### src/rtl/ddr_oser_pkg.sv
package ddr_oser_pkg;

    // Two bits destined for one output cycle: high half first, low half second.
    typedef struct packed {
        logic early;
        logic late;
    } ddr_pair_t;

    // One pipeline slot: the data pair plus its single-rate enable.
    typedef struct packed {
        ddr_pair_t data;
        logic      drive;
    } ddr_slot_t;

    localparam ddr_slot_t SLOT_IDLE = '{data: '{early: 1'b0, late: 1'b0}, drive: 1'b0};

    function automatic ddr_slot_t pack_slot(input logic a, input logic b, input logic en);
        ddr_slot_t s;
        s.data.early = a;
        s.data.late  = b;
        s.drive      = en;
        return s;
    endfunction

    // Rising edges from capture until the early bit is on the pin.
    function automatic int unsigned pin_latency(input int unsigned depth);
        return depth + 1;
    endfunction

endpackage

### src/rtl/ddr_slot_pipe.sv
module ddr_slot_pipe
    import ddr_oser_pkg::*;
#(
    parameter int unsigned DEPTH = 2
) (
    input  logic      clk,
    input  logic      rst,
    input  ddr_slot_t slot_in,
    output ddr_slot_t slot_out
);

    // Register 0 is the capture stage; data and enable share every stage.
    ddr_slot_t stage_q [DEPTH];

    for (genvar k = 0; k < DEPTH; k++) begin : g_stage
        if (k == 0) begin : g_head
            always_ff @(posedge clk) begin
                if (rst) stage_q[k] <= SLOT_IDLE;
                else     stage_q[k] <= slot_in;
            end
        end else begin : g_body
            always_ff @(posedge clk) begin
                if (rst) stage_q[k] <= SLOT_IDLE;
                else     stage_q[k] <= stage_q[k-1];
            end
        end
    end

    assign slot_out = stage_q[DEPTH-1];

endmodule

### src/rtl/ddr_phase_out.sv
module ddr_phase_out
    import ddr_oser_pkg::*;
(
    input  logic      clk,
    input  logic      rst,
    input  ddr_slot_t slot_in,
    output logic      q,
    output logic      oe_out,
    output logic      hi_bit,
    output logic      lo_bit
);

    ddr_slot_t launch_q;
    logic      late_q;

    // Rising edge: load the whole slot; early bit is on the pin at once.
    always_ff @(posedge clk) begin
        if (rst) launch_q <= SLOT_IDLE;
        else     launch_q <= slot_in;
    end

    // Falling edge: retime the late bit so it owns the low half cycle.
    always_ff @(negedge clk) begin
        late_q <= launch_q.data.late;
    end

    assign hi_bit = launch_q.data.early;
    assign lo_bit = late_q;
    assign q      = clk ? hi_bit : lo_bit;
    assign oe_out = launch_q.drive;

endmodule

### src/rtl/ddr_oser_out.sv
module ddr_oser_out
    import ddr_oser_pkg::*;
#(
    parameter int unsigned PIPE_DEPTH = 2
) (
    input  logic clk,
    input  logic rst,
    input  logic d_first,
    input  logic d_second,
    input  logic oe_in,
    output logic q,
    output logic oe_out
);

    localparam int unsigned LAT   = pin_latency(PIPE_DEPTH);
    localparam int unsigned AGE_W = $clog2(LAT + 1);

    ddr_slot_t slot_cap;
    ddr_slot_t slot_tail;
    logic      hi_bit;
    logic      lo_bit;

    // all three inputs form one slot sampled on the same edge.
    assign slot_cap = pack_slot(d_first, d_second, oe_in);

    ddr_slot_pipe #(.DEPTH(PIPE_DEPTH)) u_pipe (
        .clk      (clk),
        .rst      (rst),
        .slot_in  (slot_cap),
        .slot_out (slot_tail)
    );

    ddr_phase_out u_phase (
        .clk     (clk),
        .rst     (rst),
        .slot_in (slot_tail),
        .q       (q),
        .oe_out  (oe_out),
        .hi_bit  (hi_bit),
        .lo_bit  (lo_bit)
    );

    // Rising edges since reset, saturating at the pin latency; used by checks.
    logic [AGE_W-1:0] age_q;
    always_ff @(posedge clk) begin
        if (rst)                          age_q <= '0;
        else if (age_q != AGE_W'(LAT))    age_q <= age_q + 1'b1;
    end

    p_reset_clears_r6: assert property (@(posedge clk) disable iff (rst)
        $past(rst) |-> (!oe_out && !hi_bit))
        else $error("reset did not clear output stage");

    p_early_latency_r2: assert property (@(posedge clk) disable iff (rst)
        (age_q == AGE_W'(LAT)) |-> (hi_bit == $past(d_first, LAT)))
        else $error("early bit latency wrong");

    p_late_latency_r3: assert property (@(posedge clk) disable iff (rst)
        (age_q == AGE_W'(LAT)) |-> (lo_bit == $past(d_second, LAT)))
        else $error("late bit latency wrong");

    p_enable_matched_r5: assert property (@(posedge clk) disable iff (rst)
        (age_q == AGE_W'(LAT)) |-> (oe_out == $past(oe_in, LAT)))
        else $error("enable not aligned with data");

endmodule

### config.mk
export PLATFORM = sky130hd
export DESIGN_NAME = ddr_oser_out
export DESIGN_NICKNAME = d
export VERILOG_FILES = /design/src/rtl/ddr_oser_pkg.sv /design/src/rtl/ddr_slot_pipe.sv /design/src/rtl/ddr_phase_out.sv /design/src/rtl/ddr_oser_out.sv
export SDC_FILE = /design/constraint.sdc
export NUM_CORES = 1
export LEC_CHECK = 0
export ABC_AREA = 1
export BUFFER_PORTS_ARGS = -buffer_cell sky130_fd_sc_hd__buf_2
export CAP_MARGIN = 20
export CORE_AREA = 2 2 63 65
export DETAILED_ROUTE_END_ITERATION = 10
export DIE_AREA = 0 0 65 67
export PLACE_DENSITY_LB_ADDON = 0.15
export RECOVER_POWER = 100
export SYNTH_ARGS = -nofsm -noshare
export SYNTH_HDL_FRONTEND = slang
export SYNTH_HIERARCHICAL = 1
export SYNTH_SLANG_ARGS = --single-unit
### constraint.sdc
create_clock -name clk -period 1 [get_ports clk]
set_clock_uncertainty 0.15 [all_clocks]
set_input_delay 0.15 -clock clk [delete_from_list [all_inputs] [get_ports clk]]
set_output_delay 0.15 -clock clk [all_outputs]
set_load 0.02 [all_outputs]
==> metrics.cfg, run 1 <==
[timing]
timing.final.ws_setup_ps = -734
holdWs_ps = 243
setup_viol = 4
hold_viol_final = 0
worstMarginPinSlew_ps = 178
maxSlewViolCount = 0
fin_setup_tns_ps = -806
slew-limit-headroom_pct = 88.1
rsz0062_at_grt = true

[yosys]
synth_xor_area_share_pct = 0
syn_inst = 32
yosys.cell_count.top_type = dfxtp_1
ys_types = 6
synthArstFlopShare_pct = 0
yosysSeqAreaShare_pct = 69.6
yosys-top-cells-count = dfxtp_1, inv_1, nor2_1
synth_edf_count = 0
synth_top_area_cell = dfxtp_1
yosysTopAreaCellShare_pct = 69.6
synth-compound-area-share_pct = 0
ys.flop_type = dfxtp_1
avgSynthCellArea_um2 = 8.99
synthAdderAreaFrac_pct = 0
synth_fp_nets = 37
ys_seq_elements = 10
muxShareOfSynthArea_pct = 0
yosys-top-cells-area = dfxtp_1, inv_1, nor2_1
synth-simple-area-share_pct = 17.4
yosys_warnings = 6
synth_top_family_by_area = simple AND/OR/NAND/NOR gates
synth_area_um2 = 288

[status]
violations = negative setup slack
status = complete, but fails checks

[layout]
fillCellCount = 410
drive_gt1_share_pct = 38.0
diodes = 0
area_growth_pct = 83.9
nNetsFinal = 56

[worst_setup_path]
setup.worst_path.class = reg2out
critPathLaunchType = register
critPathMaxFanout = 1
r2r_start = u_phase/launch_q[1]$_SDFF_PP0_
ff2ff_setup_slack_ps = 20
crit_path_end_kind = output pin
cp_cell_sequence = nand2_2 -> nand2_4 -> buf_6
r2r-end = u_phase/lo_bit$_DFF_N_
reg2regPathDepth = 0
worst_path_max_delay_cell = dfxtp_2
arrival_ps = 1430
cp.required_ps = 700
max_stage_delay_ps = 300

[global_route]
grt_pass1_vias = 259
antenna_found_initial = 0
overflow = 0
grt_start_max_net_pins = 10
grt.total_usage_pct = 3.78
grt_pass1_wl_um = 903

[floorplanning]
start_util_pct = 7.98
ios = 7
die_w_um = 65
coreArea_um2 = 3610
die_y_um = 67
rows = 22
dieArea_um2 = 4360

[placement]
io_buffers = 6
hpwlAfterDp_um = 281
globalplace.congestion = 0.561

[route]
viasPerCell = 2.45
post-route-drc-count = 0
routed_wl_um = 488
wire_per_inst_um = 4.98
ant_nets = 0
drtIter0Drc = 2
vias = 240
first_pass_iters = 2

[worst_hold_path]
hp-start = u_pipe/stage_q[1][2]$_SDFF_PP0_
hp-class = reg2reg
min_to = u_phase/hi_bit$_SDFF_PP0_
worstHoldPathCells = 2

[power]
p_leak_uw = 0.000239
powerDensity_nw_per_um2 = 2420
vdd_drop_max_mv = 0.749

[flow_run]
cap_violations = 0

[clocking]
worstSkewPairLatency_ps = 340
path_clk_slew_ps = 50
cts_tree = yes

-- where the power goes --
| group | switching [uW] | internal, uW | leakage [uW] |
|---|---|---|---|
| Clock | 264 | 557 | 0.0000687 |
| Sequential | 3.58 | 416 | 0.0000836 |
| Combinational | 16.4 | 22.8 | 0.0000864 |
-- metrics by stage --
step / area, um2 / cells / util (%) / power (uW) / setup slack (ps)
final: 529 / 98 / 14.7 / 1280 / -734
after CTS: 528 / 98 / 14.6 / 1320 / -751
after global placement: 384 / 86 / 10.7 / 510 / -335
after floorplan: 294 / 32 / - / 490 / -225
after detailed placement: 384 / 86 / 10.7 / 511 / -337
after global routing: 529 / 98 / 14.7 / 1380 / -779
-- cell families after synthesis --
kind of cell / after synthesis
buf+inv: 10
flops: 10
simple gates: 12
-- per-layer routing --
layer	share of wire [%]	GRT usage (%)
met3	14	4.73
met2	45	3.22
met4	4.5	7.98
met5	0	0
met1	36	2.32
-- critical path: cells and delay by family, from the launching register on --
| family | cells | cell delay [ps] |
|---|---|---|
| simple gates | 2 | 100 |
| flops | 1 | 300 |
| buf+inv | 1 | 120 |
-- layout make-up --
type / count / area (um2) / area share (%)
sequential: 10 / 204 / 38.5
clock buffer: 7 / 93.8 / 17.7
timing repair buffer: 9 / 71.3 / 13.5
tap: 48 / 60.1 / 11.3
multi-input combinational: 12 / 55.1 / 10.4
inverter: 9 / 33.8 / 6.38
clock inverter: 3 / 11.3 / 2.13
-- layout by cell type, fill, tap and decap left out --
| cell type | n |
|---|---|
| nor2_1 | 9 |
| dlygate4sd3_1 | 4 |
| clkinv_1 | 1 |
| nand2_1 | 1 |
| clkbuf_8 | 6 |
| clkbuf_2 | 1 |
| buf_6 | 2 |
| inv_2 | 2 |
| nand2_2 | 1 |
| dfxtp_2 | 3 |
| inv_1 | 9 |
| buf_2 | 3 |
| dfxtp_1 | 7 |
| nand2_4 | 1 |
-- sequential cells by signal (all words and copies together), names as in the netlist --
register          count
u_pipe/stage_q        6
u_phase/hi_bit        1
u_phase/launch_q      1
u_phase/lo_bit        1
u_phase/oe_out        1
-- worst max path at each step --
stage	endpoint	slack (ps)	depth (start not counted)	start
floorplan	q	-230	2	u_phase/lo_bit$_DFF_N_
global placement	q	-340	3	u_phase/lo_bit$_DFF_N_
detailed placement	q	-340	3	u_phase/lo_bit$_DFF_N_
CTS	q	-750	3	u_phase/lo_bit$_DFF_N_
global route	q	-780	3	u_phase/lo_bit$_DFF_N_
finish	q	-730	3	u_phase/lo_bit$_DFF_N_
-- timing repair --
item	CTS	global route
endpoints found under the setup margin	4	4
hold buffers	4	0
pin swaps	0	0
endpoints found under the hold margin	9	0
resized for setup	5	1
gates cloned	0	0
setup buffers	0	0
(Power assumes the default switching activity.)
==> inputs of run 2 (changes only) <==
Settings changed: CTS_BUF_LIST set to sky130_fd_sc_hd__clkbuf_4.
==> metrics.cfg, run 2 (synthesis results as in run 1) <==
[global_route]
grt.total_usage_pct = 3.35  ; was 3.78%
grt_pass1_wl_um = 855  ; was 903 um
antenna_found_initial = 0  ; unchanged
overflow = 0  ; unchanged
grt_pass1_vias = 257  ; was 259
grt_start_max_net_pins = 10  ; unchanged

[power]
sequentialPowerShare_pct = 41.9  ; was 32.8%
clkPwrFrac_pct = 54.2  ; was 64.2%
swShare_pct = 25.3  ; was 22.2%
p_sw_uw = 253  ; was 284 uW
powerDensity_nw_per_um2 = 2020  ; was 2420 nW/um2
p_int_uw = 746  ; was 995 uW
power_frac_comb_pct = 3.9  ; was 3.1%
p_leak_uw = 0.000224  ; was 0.000239 uW
vdd_drop_max_mv = 0.685  ; was 0.749 mV

[route]
viasPerCell = 2.39  ; was 2.45
routed_wl_um = 466  ; was 488 um
drtIter0Drc = 7  ; was 2
first_pass_iters = 2  ; unchanged
wire_per_inst_um = 4.76  ; was 4.98 um
post-route-drc-count = 0  ; unchanged
vias = 234  ; was 240
ant_nets = 0  ; unchanged

[placement]
io_buffers = 6  ; unchanged
globalplace.congestion = 0.561  ; unchanged
place_area_um2 = 384  ; unchanged
hpwlAfterDp_um = 281  ; unchanged

[layout]
regMostFlops = u_pipe/stage_q  ; unchanged
seq_area_um2 = 205  ; was 204 um2
nNetsFinal = 56  ; unchanged
layout_common_cells = inv_1, nor2_1, clkbuf_4, dfxtp_1  ; was inv_1, nor2_1, dfxtp_1
multi_input_comb_area_um2 = 55.1  ; unchanged
area_growth_pct = 71.3  ; was 83.9%
fillCellCount = 411  ; was 410
largest_reg_flops = 6  ; unchanged
final_cell_area_um2 = 493  ; was 529 um2
diodes = 0  ; unchanged
drive_gt1_share_pct = 40.0  ; was 38.0%

[worst_setup_path]
setup.worst_path.class = reg2out  ; unchanged
critPathLaunchType = register  ; unchanged
cp.required_ps = 700  ; about the same
critPathMaxFanout = 1  ; unchanged
crit_path_end_kind = output pin  ; unchanged
arrival_ps = 1460  ; was 1430 ps
reg2regPathDepth = 0  ; unchanged

[timing]
worstMarginPinSlew_ps = 179  ; was 178 ps
setup_viol = 5  ; was 4
slew-limit-headroom_pct = 88.1  ; about the same
rsz0062_at_grt = true  ; unchanged
maxSlewViolCount = 0  ; unchanged
hold_viol_final = 0  ; unchanged
holdWs_ps = 246  ; was 243 ps
timing.final.ws_setup_ps = -755  ; was -734 ps

[clocking]
post-cts-setup-buffers = 0  ; unchanged
path_clk_slew_ps = 70  ; was 50 ps
worstSkewPairLatency_ps = 370  ; was 340 ps
cts_tree = yes  ; unchanged

[flow_run]
cap_violations = 0  ; unchanged

[worst_hold_path]
worstHoldPathCells = 2  ; unchanged
hp-class = reg2reg  ; unchanged

[status]
status = complete, but fails checks  ; unchanged
violations = negative setup slack  ; unchanged

[floorplanning]
rows = 22  ; unchanged
ios = 7  ; unchanged
die_y_um = 67  ; unchanged
start_util_pct = 7.98  ; unchanged
die_w_um = 65  ; unchanged
dieArea_um2 = 4360  ; unchanged
coreArea_um2 = 3610  ; unchanged

run 2: cell types whose count changed in the layout (fill, tap and decap cells not counted):
cell      before  now
clkbuf_8       6    0
dfxtp_2        3    4
clkbuf_4       0    6
dfxtp_1        7    6
run 2: power by group through the flow:
stage          clock network, uW  registers, uW  logic, uW
5_1_grt                      619            420       45.4
2_1_floorplan               52.2            427       10.9
3_5_place_dp                57.0            426       27.1
6_report                     541            418       39.1
3_3_place_gp                57.0            426       26.6
4_1_cts                      575            418       40.1
run 2: worst paths after layout:
kind | start | endpoint | slack, ps
worst max-delay path | u_phase/lo_bit$_DFF_N_ | q | -760
worst min-delay path | u_pipe/stage_q[1][1]$_SDFF_PP0_ | u_phase/launch_q[1]$_SDFF_PP0_ | 250
worst max register to register | u_phase/launch_q[1]$_SDFF_PP0_ | u_phase/lo_bit$_DFF_N_ | -10
worst min register to register | u_pipe/stage_q[1][1]$_SDFF_PP0_ | u_phase/launch_q[1]$_SDFF_PP0_ | 250
run 2: area by class of cell:
cell class	instances	share of cell area [%]
Multi-Input combinational cell	12	11.2
Sequential cell	10	41.6
Tap cell	48	12.2
Clock inverter	3	2.28
Timing Repair Buffer	9	14.5
Clock buffer	7	11.4
Inverter	9	6.85
run 2: repair_timing:
item / CTS / global route
hold buffers: 4 / 0
hold endpoints to repair: 9 / 0
resized for setup: 5 / 2
endpoints found under the setup margin: 5 / 5
run 2: routing by layer:
metal	vias up	global-route usage [%]	routed length (um)
met5	-	0	0
met4	0	5.59	23
met3	2	4.22	49
met2	8	3.35	206
met1	102	2.22	187
li1	122	-	-
run 2: critical path, cell delays in order, from the launching register on:
cell     delay [ps]
dfxtp_2         300
nand2_2          60
nand2_4          40
buf_6           120
run 2: metrics by stage:
step / util [%] / TNS [ps] / setup slack, ps / power [uW] / instances
finish: 13.7 / -878 / -755 / 998 / 98
global route: 13.7 / -977 / -807 / 1080 / 98
CTS: 13.6 / -903 / -774 / 1030 / 98
detailed placement: 10.7 / -373 / -337 / 511 / 86
global placement: 10.7 / -369 / -335 / 510 / 86
floorplan: - / -258 / -225 / 490 / 32
